[src/rtl/maxv_scan_pkg.sv]
package maxv_scan_pkg;
  typedef enum logic [2:0] {
    S_IDLE, S_SYNC, S_WAITON, S_BLANK, S_CONV, S_HOLD
  } scan_st_e;

  localparam logic [7:0] SEL_MAXOUT = 8'h06;

  localparam logic [1:0] A_CHSEL  = 2'd0;
  localparam logic [1:0] A_BLANK  = 2'd1;
  localparam logic [1:0] A_RESULT = 2'd2;
  localparam logic [1:0] A_STATUS = 2'd3;
endpackage

[src/rtl/maxv_scan_regs.sv]
module maxv_scan_regs
  import maxv_scan_pkg::*;
#(
  parameter int DATA_W    = 16,
  parameter int ADC_W     = 10,
  parameter int BLANK_RST = 4
) (
  input  logic              clk_i,
  input  logic              rst_ni,
  input  logic              wr_en_i,
  input  logic              rd_en_i,
  input  logic [1:0]        addr_i,
  input  logic [DATA_W-1:0] wdata_i,
  output logic [DATA_W-1:0] rdata_o,
  input  logic              finish_i,
  input  logic [ADC_W-1:0]  result_i,
  output logic [DATA_W-1:0] sel_o,
  output logic [DATA_W-1:0] blank_o,
  output logic              done_o,
  output logic              restart_o
);
  logic [DATA_W-1:0] sel_q, blank_q;
  logic              done_q;
  logic              sel_wr, res_rd;

  assign sel_wr    = wr_en_i && (addr_i == A_CHSEL);
  assign res_rd    = rd_en_i && (addr_i == A_RESULT);
  assign restart_o = sel_wr || (res_rd && done_q);

  always_ff @(posedge clk_i or negedge rst_ni) begin
    if (!rst_ni) begin
      sel_q   <= '0;
      blank_q <= DATA_W'(BLANK_RST);
      done_q  <= 1'b0;
    end else begin
      if (sel_wr) sel_q <= wdata_i;
      if (wr_en_i && (addr_i == A_BLANK)) blank_q <= wdata_i;
      // completion wins over a same-cycle clear
      if (finish_i)              done_q <= 1'b1;
      else if (sel_wr || res_rd) done_q <= 1'b0;
    end
  end

  always_comb begin
    rdata_o = '0;
    if (rd_en_i) begin
      unique case (addr_i)
        A_CHSEL:  rdata_o = sel_q;
        A_BLANK:  rdata_o = blank_q;
        A_RESULT: rdata_o = DATA_W'(result_i);
        default:  rdata_o = DATA_W'(done_q);
      endcase
    end
  end

  assign sel_o   = sel_q;
  assign blank_o = blank_q;
  assign done_o  = done_q;
endmodule

[src/rtl/maxv_scan_max.sv]
module maxv_scan_max #(
  parameter int ADC_W = 10
) (
  input  logic             clk_i,
  input  logic             rst_ni,
  input  logic             clear_i,
  input  logic             sample_i,
  input  logic [ADC_W-1:0] data_i,
  input  logic             commit_i,
  output logic [ADC_W-1:0] result_o
);
  logic [ADC_W-1:0] run_q, result_q;

  always_ff @(posedge clk_i or negedge rst_ni) begin
    if (!rst_ni) begin
      run_q    <= '0;
      result_q <= '0;
    end else begin
      if (clear_i)                          run_q <= '0;
      else if (sample_i && data_i > run_q)  run_q <= data_i;
      if (commit_i) result_q <= run_q;
    end
  end

  assign result_o = result_q;

  a_r6_result_hold: assert property (@(posedge clk_i) disable iff (!rst_ni)
    !commit_i |=> $stable(result_o));
endmodule

[src/rtl/maxv_scan_ctrl.sv]
module maxv_scan_ctrl
  import maxv_scan_pkg::*;
#(
  parameter int N_GRP  = 8,
  parameter int DATA_W = 16,
  localparam int N_CH  = 2 * N_GRP,
  localparam int GRP_W = $clog2(N_GRP),
  localparam int CH_W  = GRP_W + 1
) (
  input  logic              clk_i,
  input  logic              rst_ni,
  input  logic              restart_i,
  input  logic [DATA_W-1:0] sel_i,
  input  logic              done_i,
  input  logic [DATA_W-1:0] blank_i,
  input  logic              pwm_start_i,
  input  logic [N_GRP-1:0]  grp_on_i,
  input  logic [N_CH-1:0]   ch_en_i,
  input  logic              adc_done_i,
  output logic              adc_start_o,
  output logic [CH_W-1:0]   adc_ch_o,
  output logic              clear_o,
  output logic              sample_o,
  output logic              finish_o
);
  scan_st_e          st_q;
  logic [GRP_W-1:0]  grp_q;
  logic              sub_q;
  logic              start_q;
  logic [DATA_W-1:0] cnt_q;
  logic [1:0]        pair_en;
  logic              last_grp, in_slot;

  assign pair_en  = ch_en_i[{grp_q, 1'b0} +: 2];
  assign last_grp = (grp_q == GRP_W'(N_GRP - 1));
  assign in_slot  = (st_q == S_WAITON) || (st_q == S_BLANK) ||
                    (st_q == S_CONV)   || (st_q == S_HOLD);

  assign clear_o  = (st_q == S_IDLE);
  assign sample_o = (st_q == S_CONV) && adc_done_i;
  assign finish_o = in_slot && pwm_start_i && last_grp && !restart_i;

  always_ff @(posedge clk_i or negedge rst_ni) begin
    if (!rst_ni) begin
      st_q    <= S_IDLE;
      grp_q   <= '0;
      sub_q   <= 1'b0;
      start_q <= 1'b0;
      cnt_q   <= '0;
    end else if (restart_i) begin
      st_q    <= S_IDLE;
      start_q <= 1'b0;
    end else begin
      start_q <= 1'b0;
      if (st_q == S_IDLE) begin
        if (sel_i == DATA_W'(SEL_MAXOUT) && !done_i) st_q <= S_SYNC;
      end else if (st_q == S_SYNC) begin
        if (pwm_start_i) begin
          grp_q <= '0;
          st_q  <= S_WAITON;
        end
      end else if (pwm_start_i) begin
        // slot boundary: every pair consumes exactly one dimming cycle
        if (last_grp) st_q <= S_IDLE;
        else begin
          grp_q <= grp_q + 1'b1;
          st_q  <= S_WAITON;
        end
      end else begin
        unique case (st_q)
          S_WAITON: begin
            if (pair_en == 2'b00) st_q <= S_HOLD;
            else if (grp_on_i[grp_q]) begin
              cnt_q <= blank_i;
              st_q  <= S_BLANK;
            end
          end
          S_BLANK: begin
            if (!grp_on_i[grp_q]) st_q <= S_HOLD;
            else if (cnt_q == '0) begin
              sub_q   <= !pair_en[0];
              start_q <= 1'b1;
              st_q    <= S_CONV;
            end else cnt_q <= cnt_q - 1'b1;
          end
          S_CONV: begin
            if (adc_done_i) begin
              if (!sub_q && pair_en[1]) begin
                sub_q   <= 1'b1;
                start_q <= 1'b1;
              end else st_q <= S_HOLD;
            end
          end
          default: ;
        endcase
      end
    end
  end

  assign adc_start_o = start_q;
  assign adc_ch_o    = {grp_q, sub_q};

  a_r2_start_needs_code: assert property (@(posedge clk_i) disable iff (!rst_ni)
    adc_start_o |-> (sel_i == DATA_W'(SEL_MAXOUT)));
  a_r5_start_enabled_ch: assert property (@(posedge clk_i) disable iff (!rst_ni)
    adc_start_o |-> ch_en_i[adc_ch_o]);
endmodule

[src/rtl/maxv_scan_seq.sv]
module maxv_scan_seq #(
  parameter int N_GRP     = 8,
  parameter int ADC_W     = 10,
  parameter int DATA_W    = 16,
  parameter int BLANK_RST = 4
) (
  input  logic                         clk_i,
  input  logic                         rst_ni,
  input  logic                         wr_en_i,
  input  logic                         rd_en_i,
  input  logic [1:0]                   addr_i,
  input  logic [DATA_W-1:0]            wdata_i,
  output logic [DATA_W-1:0]            rdata_o,
  input  logic                         pwm_start_i,
  input  logic [N_GRP-1:0]             grp_on_i,
  input  logic [2*N_GRP-1:0]           ch_en_i,
  output logic                         adc_start_o,
  output logic [$clog2(2*N_GRP)-1:0]   adc_ch_o,
  input  logic                         adc_done_i,
  input  logic [ADC_W-1:0]             adc_data_i,
  output logic                         done_o
);
  logic              restart, finish, clear, sample;
  logic [DATA_W-1:0] sel, blank;
  logic [ADC_W-1:0]  result;

  maxv_scan_regs #(.DATA_W(DATA_W), .ADC_W(ADC_W), .BLANK_RST(BLANK_RST)) u_regs (
    .clk_i, .rst_ni, .wr_en_i, .rd_en_i, .addr_i, .wdata_i, .rdata_o,
    .finish_i(finish), .result_i(result), .sel_o(sel), .blank_o(blank),
    .done_o, .restart_o(restart)
  );

  maxv_scan_ctrl #(.N_GRP(N_GRP), .DATA_W(DATA_W)) u_ctrl (
    .clk_i, .rst_ni, .restart_i(restart), .sel_i(sel), .done_i(done_o),
    .blank_i(blank), .pwm_start_i, .grp_on_i, .ch_en_i, .adc_done_i,
    .adc_start_o, .adc_ch_o, .clear_o(clear), .sample_o(sample),
    .finish_o(finish)
  );

  maxv_scan_max #(.ADC_W(ADC_W)) u_max (
    .clk_i, .rst_ni, .clear_i(clear), .sample_i(sample), .data_i(adc_data_i),
    .commit_i(finish), .result_o(result)
  );

  a_r7_halt_when_done: assert property (@(posedge clk_i) disable iff (!rst_ni)
    done_o |-> !adc_start_o);
  a_r7_done_on_strobe: assert property (@(posedge clk_i) disable iff (!rst_ni)
    $rose(done_o) |-> $past(pwm_start_i));
endmodule

[config.mk]
export PLATFORM = sky130hd
export DESIGN_NAME = maxv_scan_seq
export DESIGN_NICKNAME = d
export VERILOG_FILES = /design/src/rtl/maxv_scan_pkg.sv /design/src/rtl/maxv_scan_regs.sv /design/src/rtl/maxv_scan_max.sv /design/src/rtl/maxv_scan_ctrl.sv /design/src/rtl/maxv_scan_seq.sv
export SDC_FILE = /design/constraint.sdc
export NUM_CORES = 1
export LEC_CHECK = 0
export BUFFER_PORTS_ARGS = -buffer_cell sky130_fd_sc_hd__buf_2
export CORE_MARGIN = 1.5
export CORE_UTILIZATION = 56
export DETAILED_ROUTE_END_ITERATION = 10
export PLACE_DENSITY = 0.91
export SETUP_SLACK_MARGIN = 0.02
export SLEW_MARGIN = 5
export SYNTH_ARGS = -nofsm -noshare
export SYNTH_HDL_FRONTEND = slang
export SYNTH_SLANG_ARGS = --single-unit
[constraint.sdc]
create_clock -name clk_i -period 3.32 [get_ports clk_i]
set_input_delay 0.498 -clock clk_i [delete_from_list [all_inputs] [get_ports clk_i]]
set_output_delay 0.498 -clock clk_i [all_outputs]
set_load 0.01 [all_outputs]
[After elaboration in Yosys (flattened, before gate mapping)]
Index checks and enable logic that the tools add are counted.
Storage, ports and cells
  register bits: 77
  latch bits: 0
  bits in writable memories: 0
  ROM bits: 0
  bits of input ports: 58
  word-level logic and storage cells: 120
  memories: 0
Operators by class
  add/subtract/negate cells: 2
  multipliers: 0
  div/mod/pow operators: 0
  magnitude comparators: 2
  equality and inequality tests: 23
  shifts and indexed selects: 1
  muxes and demuxes: 45
  bitwise operators: 4
  reduce and logical (&&, ||, !) cells: 33
Operators with widths (number)
  2-to-1 mux 16 bit: 5
  2-to-1 mux 3 bit: 16
  case mux 16 bit (3 select lines): 1
  case mux 16 bit (2 select lines): 1
  2-to-1 mux 10 bit: 2
  AND reduction 9 bit: 2
  equality test 16 x 3 -> 1 bit (second input constant): 1
  logical NOT 16 bit: 1
  != test 2 bit (second input constant): 8
  indexed part select 16 x 5 -> 2 bit: 1
  subtractor 16 x 1 -> 16 bit (second input constant): 1
  2-to-1 mux 1 bit: 15
  != test 6 x 5 -> 1 bit (second input constant): 2
  logical AND 1 bit: 11
  > comparator 10 bit: 1
  != test 5 x 4 -> 1 bit (second input constant): 2
  equality test 3 bit (second input constant): 3
  case mux 3 bit (3 select lines): 1
  nonzero test 2 bit: 4
  AND reduction 7 bit: 1
  equality test 3 x 2 -> 1 bit (second input constant): 2
  nonzero test 6 bit: 1
  logical OR 1 bit: 5
  logical NOT 1 bit: 4
  other kinds (14): 19

[Longest topological paths before layout]
Gate-level depths: netlist (run 1).
  depth in word-level cells: 9
  depth in mapped cells: 8

[Cells and area by module]
A second synthesis (run 1) with hierarchy kept.
Unflattened totals
  cells, all modules: 456
  area, all modules: 4708.3 µm²
Modules (own cells, without submodules)
  maxv_scan_ctrl: instances 1, cells each 223, area each 1928.1 µm²
  maxv_scan_regs: instances 1, cells each 134, area each 1664.1 µm²
  maxv_scan_max: instances 1, cells each 99, area each 1116.1 µm²

[Least setup slack after synthesis (run 1)]
OpenSTA, ideal clock, no wires.
  path kind: register to register
  from: register u_ctrl.cnt_q[6]
  to: register u_ctrl.st_q[0]
  arrival time: 2448 ps
  data required time: 3195 ps
  slack: 748 ps
  cell stages (with the launch flop): 8
  path through: dfrtp_1 > or3_4 > or4_1 > buf_2 > or4b_4 > or3b_1 > o2111ai_2 > mux2_2
On the way
  longest elaborated chain between the ends: 3
RTL lines
  from (decl): line maxv_scan_ctrl.sv:30  | logic [DATA_W-1:0] cnt_q;
  from (signal assigned): line maxv_scan_ctrl.sv:74  | cnt_q <= blank_i;
  from (signal assigned): line maxv_scan_ctrl.sv:84  | end else cnt_q <= cnt_q - 1'b1;
  logical NOT 16 bit: line maxv_scan_ctrl.sv:80  | else if (cnt_q == '0) begin
  != test 6 x 5 -> 1 bit (no source line)
  AND reduction 7 bit (no source line)
  to (signal assigned): line maxv_scan_ctrl.sv:79  | if (!grp_on_i[grp_q]) st_q <= S_HOLD;
  to (signal assigned): line maxv_scan_ctrl.sv:83  | st_q <= S_CONV;
  to (signal assigned): line maxv_scan_ctrl.sv:91  | end else st_q <= S_HOLD;
  to (decl): line maxv_scan_ctrl.sv:26  | scan_st_e st_q;
No other way between the ends.
A chain may end at the register's enable or synchronous reset.

[Worst setup path in the final report (run 1)]
  from: register u_ctrl.cnt_q[6]
  to: register u_ctrl.st_q[2]
Same word-level chain as after synthesis.

==> impl_metrics.yaml, run 1 <==
status:
  status: "finished clean"
floorplanning:
  dieHeight_um: 91.6
  core.rowCount: 32
  start_util: 0.575
  core-area_um2: 7650
  dieArea_um2: 8400
  die_w_um: 91.6
  io_pins: 80
yosys:
  seq_area_frac_synth: 0.438
  syn-cell-area_um2: 4400
  synth_cells: 444
  ys_seq_elements: 77
  synth_warnings: 0
  synth.distinct_cells: 46
  avgSynthCellArea_um2: 9.91
  syn_nets: 516
final_layout:
  antennaDiodeCount: 0
  final_common_cell: "buf_2"
  finalNetCount: 590
  areaGrowthSynthToFinish_pct: 15.1
  utilization: 0.662
  fill_cells: 581
  mostFrequentLayoutCells: "buf_2 (79), dfrtp_1 (76), mux2_2 (46), nand2_1 (41), o21ai_0 (36)"
  final_cells: 625
  drive_above_1_share: 0.302
worst_setup_path:
  critPathKind: "reg -> reg"
  worstPathArrival_ns: 2.99
  startpoint_type: "flop"
  crit_path_end_kind: "flop"
  worst-path-max-fanout: 6
  cp_data_required_time_ns: 3.56
sta:
  setup_viol: 0
  layout_min_cycle_time_ns: 2.75
  timing.final.hold_violations: 0
  fin_skew_ns: 0.00776
  tns_ns: 0
  max_freq_mhz: 364
  fin_crit_sh: 0.828
  tightest_slew_ns: 0.895
  relSlewSlack: 0.401
  maxSlewViolCount: 0
  timing.final.ws_setup_ns: 0.570
  rsz0062_at_grt: "no"
detailed_routing:
  wl_per_cell_um: 17.5
  first_pass_iters: 6
  drtAntennaViolNets: 0
  drt-total-wl_um: 10900
  first_iter_violations: 323
  vias: 3788
  remaining_drc_errors: 0
  viasPerCell: 6.06
global_route:
  met2_usage: 0.459
  track_usage: 0.275
  grt_use_met3: 0.0464
  grt_max_degree: 40
  grtUsageMet1: 0.347
  grt_overflow: 0
  grt_pass1_wl_um: 18000
  grt_pass1_vias: 3696
  antenna_found_initial: 0
  grt-busiest-layer: "met2"
placed_design:
  place_ws_ns: 0.604
  place_inst: 609
  io_buffers: 79
  gp_congestion: 0.893
  dp_hpwl_um: 7880
cts:
  cts_sinks: 77
  cts_hold_buf: 0
  clockBufferDepth: 2
  cts_root_buf: "clkbuf_8"
  clkLatencyLatePin_ns: 0.36
  cts_tree: "yes"
  htreeDepth: 3
  cts_setup_buffers: 0
  postCtsResizedCells: 0
  clkTransAtPathRegs_ns: 0.08
  cts-buffers-inserted: 9
pwr:
  total_power_mw: 3.40
  vdd.ir_drop.worst_mv: 0.353
  p_leak_nw: 2.34
  power_density_nw_per_um2: 671
min_path:
  hp-class: "in -> async"
job:
  cap_violations: 0
worst max-delay path, stage by stage, from the launching register on:
cell and delay (ns):
dfrtp_1 0.44, or3_4 0.41, or4_1 0.54, or4b_4 0.58, or3b_1 0.19, o2111ai_2 0.16, mux2_2 0.31
metal layers:
metal | wire, µm | part of all wire | vias to the layer above
li1 | - | - | 1742
met1 | 4470 | 0.41 | 1843
met2 | 5460 | 0.50 | 167
met3 | 662 | 0.061 | 36
met4 | 335 | 0.031 | 0
met5 | 0 | 0 | -
power breakdown:
part           leakage (nW)  internal [mW]  switching, mW  total, mW
clock                0.0880          0.289          0.357      0.646
sequential            0.967           1.17          0.268       1.44
combinational          1.29          0.602          0.710       1.31
path summary, 6_finish.rpt:
kind | startpoint | end | slack, ns | cells after the start
max | u_ctrl.cnt_q[6] | u_ctrl.st_q[2] | 0.57 | 6
min | rst_ni | u_ctrl.cnt_q[15] | 0.20 | 2
max reg2reg | u_ctrl.cnt_q[6] | u_ctrl.st_q[2] | 0.57 | 6
min reg2reg | u_ctrl.cnt_q[14] | u_ctrl.cnt_q[14] | 0.50 | 1
max in group asynchronous | rst_ni | u_regs.blank_o[2] | 2.75 | 2
min in group clk_i | wdata_i[7] | u_regs.sel_o[7] | 0.38 | 2
stage by stage:
step	instance area, µm²	hold slack [ns]
2_1_floorplan	4400	0.202
3_3_place_gp	4890	0.470
3_5_place_dp	4890	0.483
4_1_cts	5060	0.217
5_1_grt	5060	0.253
6_report	5060	0.203
logic make-up (layout without fill, tap and decap cells):
family                     Yosys count  count (layout)  synth area share
DFF                                 77              77             0.438
muxes                               75              75             0.195
buffers and inverters               40             119            0.0358
AOI/OAI and AO/OA                   89              89             0.122
adders and majority gates           14              14            0.0398
xor gates and xnor gates             1               1           0.00199
and+or+nand+nor                    148             148             0.167
layout make-up:
cell class	instances	area [µm²]	share of cell area
Clock inverter	6	38.8	0.00766
Multi-Input combinational cell	327	2320	0.458
Tap cell	102	128	0.0252
Clock buffer	10	138	0.0272
Inverter	17	63.8	0.0126
Timing Repair Buffer	86	448	0.0884
Sequential cell	77	1930	0.381
synthesized netlist by cell type, drive strengths merged:
cell	n	area [µm²]
a22o	5	43.8
o22ai	2	12.5
o21ai	36	180
a41oi	1	8.76
and2	11	68.8
nor2	35	131
or4b	2	23.8
nor3b	1	7.51
and3	1	6.26
a21o	4	30.0
o21a	1	7.51
mux2	46	518
o2bb2ai	6	52.6
clkbuf	16	60.1
a21oi	24	120
mux2i	25	250
nand3	14	70.1
a22oi	4	30.0
dfrtp	76	1900
nand3b	2	15.0
nor4	4	25.0
or3b	1	8.76
or4	2	15.0
inv	17	63.8
o211ai	2	15.0
dfstp	1	26.3
a31oi	1	6.26
or2	1	6.26
o2111ai	1	15.0
xor2	1	8.76
o32ai	1	8.76
nor4b	2	17.5
nor2b	4	25.0
nand2	41	154
nand2b	6	37.5
or3	3	23.8
buf	7	33.8
ha	14	175
mux4	4	90.1
a211oi	1	7.51
nand4	7	43.8
nor3	11	55.1
registers in the layout, summed over array words and instances, names as in the netlist:
register,cells
u_regs.sel_o,16
u_ctrl.sub_q,1
u_regs.done_o,1
u_ctrl.cnt_q,16
u_ctrl.adc_start_o,1
u_regs.blank_o,16
u_ctrl.st_q,3
u_max.run_q,10
u_max.result_o,10
u_ctrl.grp_q,3
No activity file was read; power rests on OpenSTA's default activity.
==> inputs of run 2 (changes only) <==
==> constraint.sdc (replaced) <==
create_clock -name clk_i -period 2.7 [get_ports clk_i]
set_input_delay 0.405 -clock clk_i [delete_from_list [all_inputs] [get_ports clk_i]]
set_output_delay 0.405 -clock clk_i [all_outputs]
set_load 0.01 [all_outputs]
==> run 2 against run 1 <==
  * Total power increased by 29%
  * Sequential power increased by 24%
  * Largest power group unchanged
  * Cell count increased by 0.96%
==> impl_metrics.yaml, run 2 (synthesized netlist as in run 1, its figures left out) <==
sta:
  tightest_slew_ns: 0.525
  maxSlewViolCount: 0
  max_freq_mhz: 380
  fin_crit_sh: 0.974
  rsz0062_at_grt: "no"
  setup_viol: 0
  timing.final.hold_violations: 0
  timing.final.ws_setup_ns: 0.0714
  fin_skew_ns: 0.0102
  layout_min_cycle_time_ns: 2.63
  tns_ns: 0
  relSlewSlack: 0.649
floorplanning:
  dieArea_um2: 8400
  io_pins: 80
  dieHeight_um: 91.6
  start_util: 0.575
  die_w_um: 91.6
  core-area_um2: 7650
  core.rowCount: 32
detailed_routing:
  first_iter_violations: 354
  first_pass_iters: 7
  drt-total-wl_um: 11300
  remaining_drc_errors: 0
  wl_per_cell_um: 17.8
  vias: 3818
  drtAntennaViolNets: 0
  viasPerCell: 6.05
cts:
  htreeDepth: 3
  cts_tree: "yes"
  clockBufferDepth: 2
  cts_root_buf: "clkbuf_8"
  clkLatencyLatePin_ns: 0.37
  cts_setup_buffers: 0
  clkTransAtPathRegs_ns: 0.09
  cts-buffers-inserted: 9
  cts_sinks: 77
worst_setup_path:
  regToRegEndpoint: "u_ctrl.st_q[2]"
  cp-startpoint: "u_ctrl.cnt_q[6]"
  r2r-start: "u_ctrl.cnt_q[6]"
  crit_path_end_kind: "flop"
  worstPathArrival_ns: 2.88
  critPathKind: "reg -> reg"
  cp-endpoint: "u_ctrl.st_q[2]"
  startpoint_type: "flop"
  worst-path-max-fanout: 6
  reg2reg_slack_ns: 0.07
  cp_data_required_time_ns: 2.95
  ff2ff_path_depth: 6
global_route:
  grt_pass1_wl_um: 18700
  grt_overflow: 0
  antenna_found_initial: 0
  grt_pass1_vias: 3864
  track_usage: 0.285
  grt_max_degree: 78
placed_design:
  dp_hpwl_um: 7840
  gp_congestion: 0.886
  place_ws_ns: 0.0348
  io_buffers: 79
pwr:
  internal_power_mw: 2.67
  power_density_nw_per_um2: 852
  p_leak_nw: 2.38
  p_seq_frac: 0.404
  pwr-share-comb: 0.388
  p_sw_mw: 1.73
  sw_frac_of_total: 0.393
  power.share.clock: 0.208
  vdd.ir_drop.worst_mv: 0.462
final_layout:
  antennaDiodeCount: 0
  final_common_cell: "buf_2"
  drive_above_1_share: 0.318
  areaGrowthSynthToFinish_pct: 17.3
  finalNetCount: 596
  mostFrequentLayoutCells: "buf_2 (79), dfrtp_1 (74), mux2_2 (46), nand2_1 (41), o21ai_0 (36)"
min_path:
  hp-class: "in -> async"
job:
  cap_violations: 0
status:
  status: "finished clean"
==> run 2: cell types whose count changed in the layout (fill, tap and decap cells not counted), moves of 2 or more <==
cell | previous run | this run
buf_4 | 7 | 12
clkinv_2 | 3 | 0
dfrtp_1 | 76 | 74
dfrtp_2 | 0 | 2
==> run 2: worst min path at each step <==
stage / from / depth (start not counted) / slack, ns / end
after floorplan: rst_ni / 0 / 0.11 / u_ctrl.adc_start_o
after global placement: rst_ni / 2 / 0.47 / u_ctrl.cnt_q[14]
after detailed placement: rst_ni / 2 / 0.47 / u_ctrl.cnt_q[14]
after CTS: rst_ni / 2 / 0.08 / u_ctrl.cnt_q[14]
after global routing: rst_ni / 2 / 0.10 / u_ctrl.cnt_q[13]
final: rst_ni / 2 / 0.06 / u_ctrl.cnt_q[13]
==> run 2: critical path, stage by stage, from the launching register on <==
cell and delay, ns:
dfrtp_2 0.45, or3_4 0.41, or4_4 0.45, or4b_4 0.55, or3b_1 0.20, o2111ai_2 0.16
mux2_2 0.30
==> run 2: what timing repair did <==
item	4_1_cts	5_1_grt
hold buffers	0	0
hold endpoints to repair	0	0
endpoints found under the setup margin	3	6
gates resized for setup	1	3
cloned	0	0
==> run 2: layer usage <==
layer  track usage  vias to the layer above  share of wire
met5             0                        -              0
met4        0.0990                        0          0.023
met3        0.0572                       28          0.065
met2         0.494                      179           0.51
met1         0.353                     1850           0.40
li1              -                     1761              -
==> run 2: area by class of cell <==
type / instances / area (µm²)
Tap cell: 102 / 128
Timing Repair Buffer: 92 / 505
Clock inverter: 7 / 82.6
Inverter: 17 / 63.8
Sequential cell: 77 / 1930
Multi-Input combinational cell: 327 / 2330
Fill cell: 551 / 2480
Clock buffer: 9 / 124
==> run 2: power groups by stage <==
stage / Sequential (mW) / Combinational, mW / Clock, mW
finish: 1.78 / 1.71 / 0.916
global route: 1.82 / 1.88 / 0.965
CTS: 1.76 / 1.68 / 0.922
detailed placement: 1.77 / 1.65 / 0
global placement: 1.74 / 1.56 / 0
floorplan: 1.64 / 1.27 / 0
==> run 2: metrics by stage <==
step / hold WS (ns) / std cells / total power, mW / area, µm² / utilization
finish: 0.0588 / 631 / 4.40 / 5160 / 0.675
global placement: 0.467 / 615 / 3.30 / 4950 / 0.647
CTS: 0.0753 / 631 / 4.36 / 5160 / 0.674
detailed placement: 0.466 / 615 / 3.42 / 4950 / 0.647
global route: 0.102 / 631 / 4.67 / 5160 / 0.675
floorplan: 0.109 / 444 / 2.91 / 4400 / -
